--- src/rtl/burst_diffenc_pkg.sv ---
package burst_diffenc_pkg;

   typedef enum logic [1:0] {
      MOD_BPSK  = 2'b00,
      MOD_QPSK  = 2'b01,
      MOD_QAM16 = 2'b10
   } mod_e;

   // 1x selects 16QAM, 01 QPSK, 00 BPSK
   function automatic mod_e decode_mod(input logic [1:0] sel);
      if (sel[1])
         return MOD_QAM16;
      else if (sel[0])
         return MOD_QPSK;
      return MOD_BPSK;
   endfunction

endpackage

--- src/rtl/diffenc_enable_track.sv ---
module diffenc_enable_track (
   input  logic clk,
   input  logic rst_n,
   input  logic sym_valid_i,
   input  logic en_pin_i,
   input  logic en_reg_i,
   input  logic en_src_i,
   output logic enc_on_o
);

   logic en_now;
   logic en_hist_q;

   // one select picks the enable source
   assign en_now = en_src_i ? en_reg_i : en_pin_i;

   // enable history advances only with accepted symbols
   always_ff @(posedge clk) begin
      if (!rst_n)
         en_hist_q <= 1'b0;
      else if (sym_valid_i)
         en_hist_q <= en_now;
   end

   assign enc_on_o = en_hist_q;

   assert_hist_idle_R11: assert property (@(posedge clk) disable iff (!rst_n)
      !$past(sym_valid_i) |-> $stable(enc_on_o));

endmodule

--- src/rtl/diffenc_phase_add.sv ---
module diffenc_phase_add
   import burst_diffenc_pkg::*;
#(
   parameter int SYM_W  = 4,
   parameter int DIFF_W = 2
) (
   input  mod_e              mode_i,
   input  logic [SYM_W-1:0]  sym_i,
   input  logic [DIFF_W-1:0] ref_i,
   input  logic              enc_on_i,
   output logic [SYM_W-1:0]  sym_o,
   output logic [DIFF_W-1:0] ref_o
);

   localparam int PASS_W = SYM_W - DIFF_W;

   logic [DIFF_W-1:0] base;
   logic [DIFF_W-1:0] low_sum;
   logic [DIFF_W-1:0] high_sum;
   logic              bit_sum;

   // an unencoded symbol is the same as an encoding against zero
   assign base     = enc_on_i ? ref_i : '0;
   assign bit_sum  = sym_i[0] ^ base[0];
   assign low_sum  = sym_i[DIFF_W-1:0] + base;
   assign high_sum = sym_i[SYM_W-1 -: DIFF_W] + base;

   always_comb begin
      sym_o = '0;
      ref_o = '0;
      unique case (mode_i)
         MOD_BPSK: begin
            sym_o[0] = bit_sum;
            ref_o[0] = bit_sum;
         end
         MOD_QPSK: begin
            sym_o[DIFF_W-1:0] = low_sum;
            ref_o             = low_sum;
         end
         default: begin
            sym_o[SYM_W-1 -: DIFF_W] = high_sum;
            sym_o[PASS_W-1:0]        = sym_i[PASS_W-1:0];
            ref_o                    = high_sum;
         end
      endcase
   end

endmodule

--- src/rtl/burst_diff_encoder.sv ---
module burst_diff_encoder
   import burst_diffenc_pkg::*;
#(
   parameter int SYM_W   = 4,
   parameter int DIFF_W  = 2,
   parameter int REG_OUT = 1
) (
   input  logic             clk,
   input  logic             rst_n,
   input  logic             sym_valid_i,
   input  logic [SYM_W-1:0] sym_i,
   input  logic [1:0]       mod_sel_i,
   input  logic             en_pin_i,
   input  logic             en_reg_i,
   input  logic             en_src_i,
   output logic [SYM_W-1:0] sym_o,
   output logic             sym_valid_o
);

   generate
      if (DIFF_W < 1 || DIFF_W >= SYM_W) begin : g_bad_widths
         $error("DIFF_W must be at least 1 and below SYM_W");
      end
      if (REG_OUT != 0 && REG_OUT != 1) begin : g_bad_regout
         $error("REG_OUT must be 0 or 1");
      end
   endgenerate

   mod_e              mode;
   logic              enc_on;
   logic [SYM_W-1:0]  enc_sym;
   logic [DIFF_W-1:0] next_ref;
   logic [DIFF_W-1:0] ref_q;

   assign mode = decode_mod(mod_sel_i);

   diffenc_enable_track i_en (
      .clk         (clk),
      .rst_n       (rst_n),
      .sym_valid_i (sym_valid_i),
      .en_pin_i    (en_pin_i),
      .en_reg_i    (en_reg_i),
      .en_src_i    (en_src_i),
      .enc_on_o    (enc_on)
   );

   diffenc_phase_add #(
      .SYM_W  (SYM_W),
      .DIFF_W (DIFF_W)
   ) i_add (
      .mode_i   (mode),
      .sym_i    (sym_i),
      .ref_i    (ref_q),
      .enc_on_i (enc_on),
      .sym_o    (enc_sym),
      .ref_o    (next_ref)
   );

   // reference follows every sent symbol, encoded or not
   always_ff @(posedge clk) begin
      if (!rst_n)
         ref_q <= '0;
      else if (sym_valid_i)
         ref_q <= next_ref;
   end

   function automatic logic [DIFF_W-1:0] field_of(input logic [SYM_W-1:0] s, input mod_e m);
      logic [DIFF_W-1:0] f;
      f = '0;
      if (m == MOD_BPSK)      f[0] = s[0];
      else if (m == MOD_QPSK) f = s[DIFF_W-1:0];
      else                    f = s[SYM_W-1 -: DIFF_W];
      return f;
   endfunction

   function automatic logic [SYM_W-1:0] plain_of(input logic [SYM_W-1:0] s, input mod_e m);
      logic [SYM_W-1:0] p;
      p = '0;
      if (m == MOD_BPSK)      p[0] = s[0];
      else if (m == MOD_QPSK) p[DIFF_W-1:0] = s[DIFF_W-1:0];
      else                    p = s;
      return p;
   endfunction

   generate
      if (REG_OUT == 1) begin : g_reg_out
         logic [SYM_W-1:0] sym_q;
         logic             vld_q;

         always_ff @(posedge clk) begin
            if (!rst_n) begin
               sym_q <= '0;
               vld_q <= 1'b0;
            end else begin
               vld_q <= sym_valid_i;
               if (sym_valid_i)
                  sym_q <= enc_sym;
            end
         end

         assign sym_o       = sym_q;
         assign sym_valid_o = vld_q;

         assert_valid_lag_R2: assert property (@(posedge clk) disable iff (!rst_n)
            sym_valid_o == $past(sym_valid_i));

         assert_hold_idle_R11: assert property (@(posedge clk) disable iff (!rst_n)
            !$past(sym_valid_i) |-> $stable(sym_o));

         assert_plain_pass_R3: assert property (@(posedge clk) disable iff (!rst_n)
            $past(sym_valid_i && !enc_on) |-> sym_o == plain_of($past(sym_i), $past(mode)));

         assert_ref_follows_R8: assert property (@(posedge clk) disable iff (!rst_n)
            sym_valid_o |-> ref_q == field_of(sym_o, $past(mode)));

         assert_bpsk_upper_zero_R5: assert property (@(posedge clk) disable iff (!rst_n)
            (sym_valid_o && $past(mode) == MOD_BPSK) |-> sym_o[SYM_W-1:1] == '0);
      end else begin : g_comb_out
         assign sym_o       = sym_valid_i ? enc_sym : '0;
         assign sym_valid_o = sym_valid_i;
      end
   endgenerate

endmodule

--- config.mk ---
export PLATFORM = sky130hd
export DESIGN_NAME = burst_diff_encoder
export DESIGN_NICKNAME = d
export VERILOG_FILES = /design/src/rtl/burst_diffenc_pkg.sv /design/src/rtl/diffenc_enable_track.sv /design/src/rtl/diffenc_phase_add.sv /design/src/rtl/burst_diff_encoder.sv
export SDC_FILE = /design/constraint.sdc
export NUM_CORES = 1
export LEC_CHECK = 0
export BUFFER_PORTS_ARGS = -buffer_cell sky130_fd_sc_hd__buf_2
export CORE_AREA = 2 2 39 41
export CTS_CLUSTER_DIAMETER = 120
export DETAILED_ROUTE_END_ITERATION = 7
export DIE_AREA = 0 0 41 43
export GPL_TIMING_DRIVEN = 0
export MAX_ROUTING_LAYER = met4
export PLACE_DENSITY = 0.6
export RECOVER_POWER = 50
export SLEW_MARGIN = 0
export SYNTH_ARGS = -nofsm -noshare
export SYNTH_HDL_FRONTEND = slang
export SYNTH_SLANG_ARGS = --single-unit
--- constraint.sdc ---
create_clock -name clk -period 1.75 [get_ports clk]
set_input_delay 0.175 -clock clk [delete_from_list [all_inputs] [get_ports clk]]
set_output_delay 0.175 -clock clk [all_outputs]
set_load 0.02 [all_outputs]
==> impl_metrics.py <==
metrics = {
    "drt": {
        "dr.pass1.iters": 4,
        "vias": 385,
        "routed_wirelength_um": 804,
        "ant_nets": 0,
        "wl_per_cell_um": 10.1,
        "drc_errors": 0,
        "vias_per_cell": 4.81,
        "drtIter0Drc": 9,
    },
    "cts": {
        "cts_tree": "yes",
        "ctsHtreeMaxLevel": 1,
        "cts_buffer_depth": 2,
        "post_cts_buffers": 0,
        "clk_latency_ns": 0.26,
        "clockRootBuffer": "clkbuf_4",
        "ctsResizeCount": 0,
        "path_clk_slew_ns": 0.06,
        "clock-sinks": 8,
        "numCtsBuffers": 3,
        "hold_buffers": 0,
    },
    "grt": {
        "grt_max_degree": 11,
        "grt_overflow": 0,
        "antenna_found_initial": 0,
        "grtUsageMet2": 0.156,
        "grt_pass1_wl_um": 1210,
        "grt_util_met3": 0.0314,
        "grt_pass1_vias": 311,
        "busiest_layer": "met2",
        "met1_usage": 0.113,
        "track_usage": 0.109,
    },
    "status": {
        "run_status": "finished clean",
    },
    "power_and_ir_drop": {
        "p_clk_frac": 0.345,
        "power.total_mw": 0.418,
        "p_leak_nw": 0.226,
        "comb_power_share": 0.177,
        "powerDensity_mw_per_mm2": 793,
        "p_switching_mw": 0.112,
        "switching_share": 0.268,
        "power_frac_seq": 0.478,
        "internal_power_mw": 0.306,
        "ir_worst_vdd_uv": 364,
    },
    "floorplan": {
        "fp.dieW_um": 41,
        "coreArea_mm2": 0.00138,
        "ioPinCount": 17,
        "fp.dieArea_mm2": 0.00176,
        "row_count": 14,
        "fp.dieH_um": 43,
        "start_util": 0.301,
    },
    "yosys": {
        "synth_top_cell_area_share": 0.384,
        "synth_ff_type": "dfxtp_1",
        "synth_top_family_by_area": "compound AO/OA/AOI/OAI gates",
        "syn_nets": 60,
        "synth_cell_types": 23,
        "synth-async-reset-ratio": 0,
        "synth_fa_ha_area_frac": 0.0601,
        "synthMuxAreaShare": 0.0240,
        "synth_area_um2": 417,
        "ys_seq_area_frac": 0.384,
        "yosys.area.top_type": "dfxtp_1",
        "synthTopCellsByArea": "dfxtp_1, a21oi_1, ha_1",
        "synth_cells": 46,
        "synth_xor_area_frac": 0.102,
        "synth_compound_area_frac": 0.201,
        "synth-edff-count": 0,
        "ys_ff_latch": 8,
        "synth_warnings": 0,
        "yosys.area_share.simple": 0.195,
        "synth.avg_cell_area_um2": 9.06,
    },
    "sta": {
        "worst_pin_slew_ns": 0.368,
        "slew_viol_final": 0,
        "setup_viol": 0,
        "rsz0062_at_grt": "false",
        "fmax_mhz": 732,
        "post-route-min-period_ns": 1.37,
        "period_share": 0.781,
        "slew_headroom": 0.755,
        "fin_setup_tns_ns": 0,
        "final_hold_viol_count": 0,
        "fin_skew_ns": 0.00307,
    },
    "cells_and_area": {
        "final_common_cell": "buf_2",
        "antennaDiodeCount": 0,
        "mostFrequentLayoutCells": "buf_2, dfxtp_1, clkbuf_1, a21oi_1, nand2_1",
        "nets": 80,
        "syn_to_final_growth_pct": 26.4,
        "layout-drive-gt1-share": 0.250,
        "stdcell_area_um2": 527,
        "nFillCells": 155,
    },
    "hold_path": {
        "hold_path.class": "in -> reg",
    },
    "placement": {
        "place_area_um2": 512,
        "place_hpwl_um": 610,
        "placement.io_buffers": 15,
        "place_congestion": 0.661,
    },
    "critical_path": {
        "critPathRequiredTime_ns": 1.90,
        "cp_max_fo": 4,
        "start_kind": "flop",
        "worst-setup-path-type": "reg -> reg",
        "setup.worst_path.end_class": "flop",
        "cp.arrival_ns": 1.52,
    },
    "run": {
        "maxCapViolations": 0,
    },
}
[stage by stage]
step	worst slack, ns	instances	utilization	hold slack [ns]
6_report	0.383	80	0.381	0.214
5_1_grt	0.264	80	0.381	0.226
4_1_cts	0.372	80	0.386	0.215
3_5_place_dp	0.383	77	0.370	0.457
3_3_place_gp	0.392	77	0.370	0.457
2_1_floorplan	0.464	46	-	0.292
[final timing paths]
check	start	cells after the start	to	slack, ns
setup / recovery	i_en.enc_on_o	6	ref_q[1]	0.38
hold / removal	rst_n	2	sym_o[1]	0.21
hold reg to reg	sym_o[3]	2	sym_o[3]	0.46
setup reg to reg	i_en.enc_on_o	6	ref_q[1]	0.38
[synthesized netlist by cell type (2+ instances only)]
cell type,number
a21oi_1,5
and2_1,2
buf_2,2
dfxtp_1,8
ha_1,2
nand2_1,4
nand2b_1,2
nand3_1,3
o21a_1,2
o21ai_0,2
xnor2_1,2
[per-layer routing]
layer  vias to the layer above  share of wire
met5                         -              0
met4                         0          0.021
met3                         3          0.042
met2                         9           0.48
met1                       173           0.46
li1                        200              -
[cell families after synthesis]
family	after synthesis
simple gates	15
compound gates	13
flops	8
xor+xnor	4
buf+inv	3
fa+ha+maj	2
mux	1
[critical path, stage by stage (launching register included)]
cell and delay (ns):
dfxtp_1 0.33, and2_1 0.16, ha_1 0.19, xnor2_1 0.17
xnor2_1 0.15, nor3_2 0.08, o21a_1 0.18
[power groups by stage]
| stage | clock, mW | sequential [mW] | combinational [mW] |
|---|---|---|---|
| 4_1_cts | 0.149 | 0.199 | 0.0776 |
| 6_report | 0.144 | 0.200 | 0.0738 |
| 3_3_place_gp | 0 | 0.203 | 0.0762 |
| 2_1_floorplan | 0 | 0.211 | 0.0403 |
| 5_1_grt | 0.157 | 0.201 | 0.0837 |
| 3_5_place_dp | 0 | 0.204 | 0.0773 |
[cell type report]
type | count | area [µm²] | share of cell area
Tap cell | 16 | 20.0 | 0.0380
Multi-Input combinational cell | 35 | 243 | 0.461
Timing Repair Buffer | 15 | 68.8 | 0.131
Inverter | 1 | 3.75 | 0.00713
Clock buffer | 3 | 22.5 | 0.0428
Sequential cell | 8 | 160 | 0.304
Buffer | 2 | 8.76 | 0.0166
[flip-flops by register name (all words and copies together) (netlist names)]
name	cells
ref_q	2
sym_valid_o	1
sym_o	4
i_en.enc_on_o	1
(Power assumes the default switching activity.)
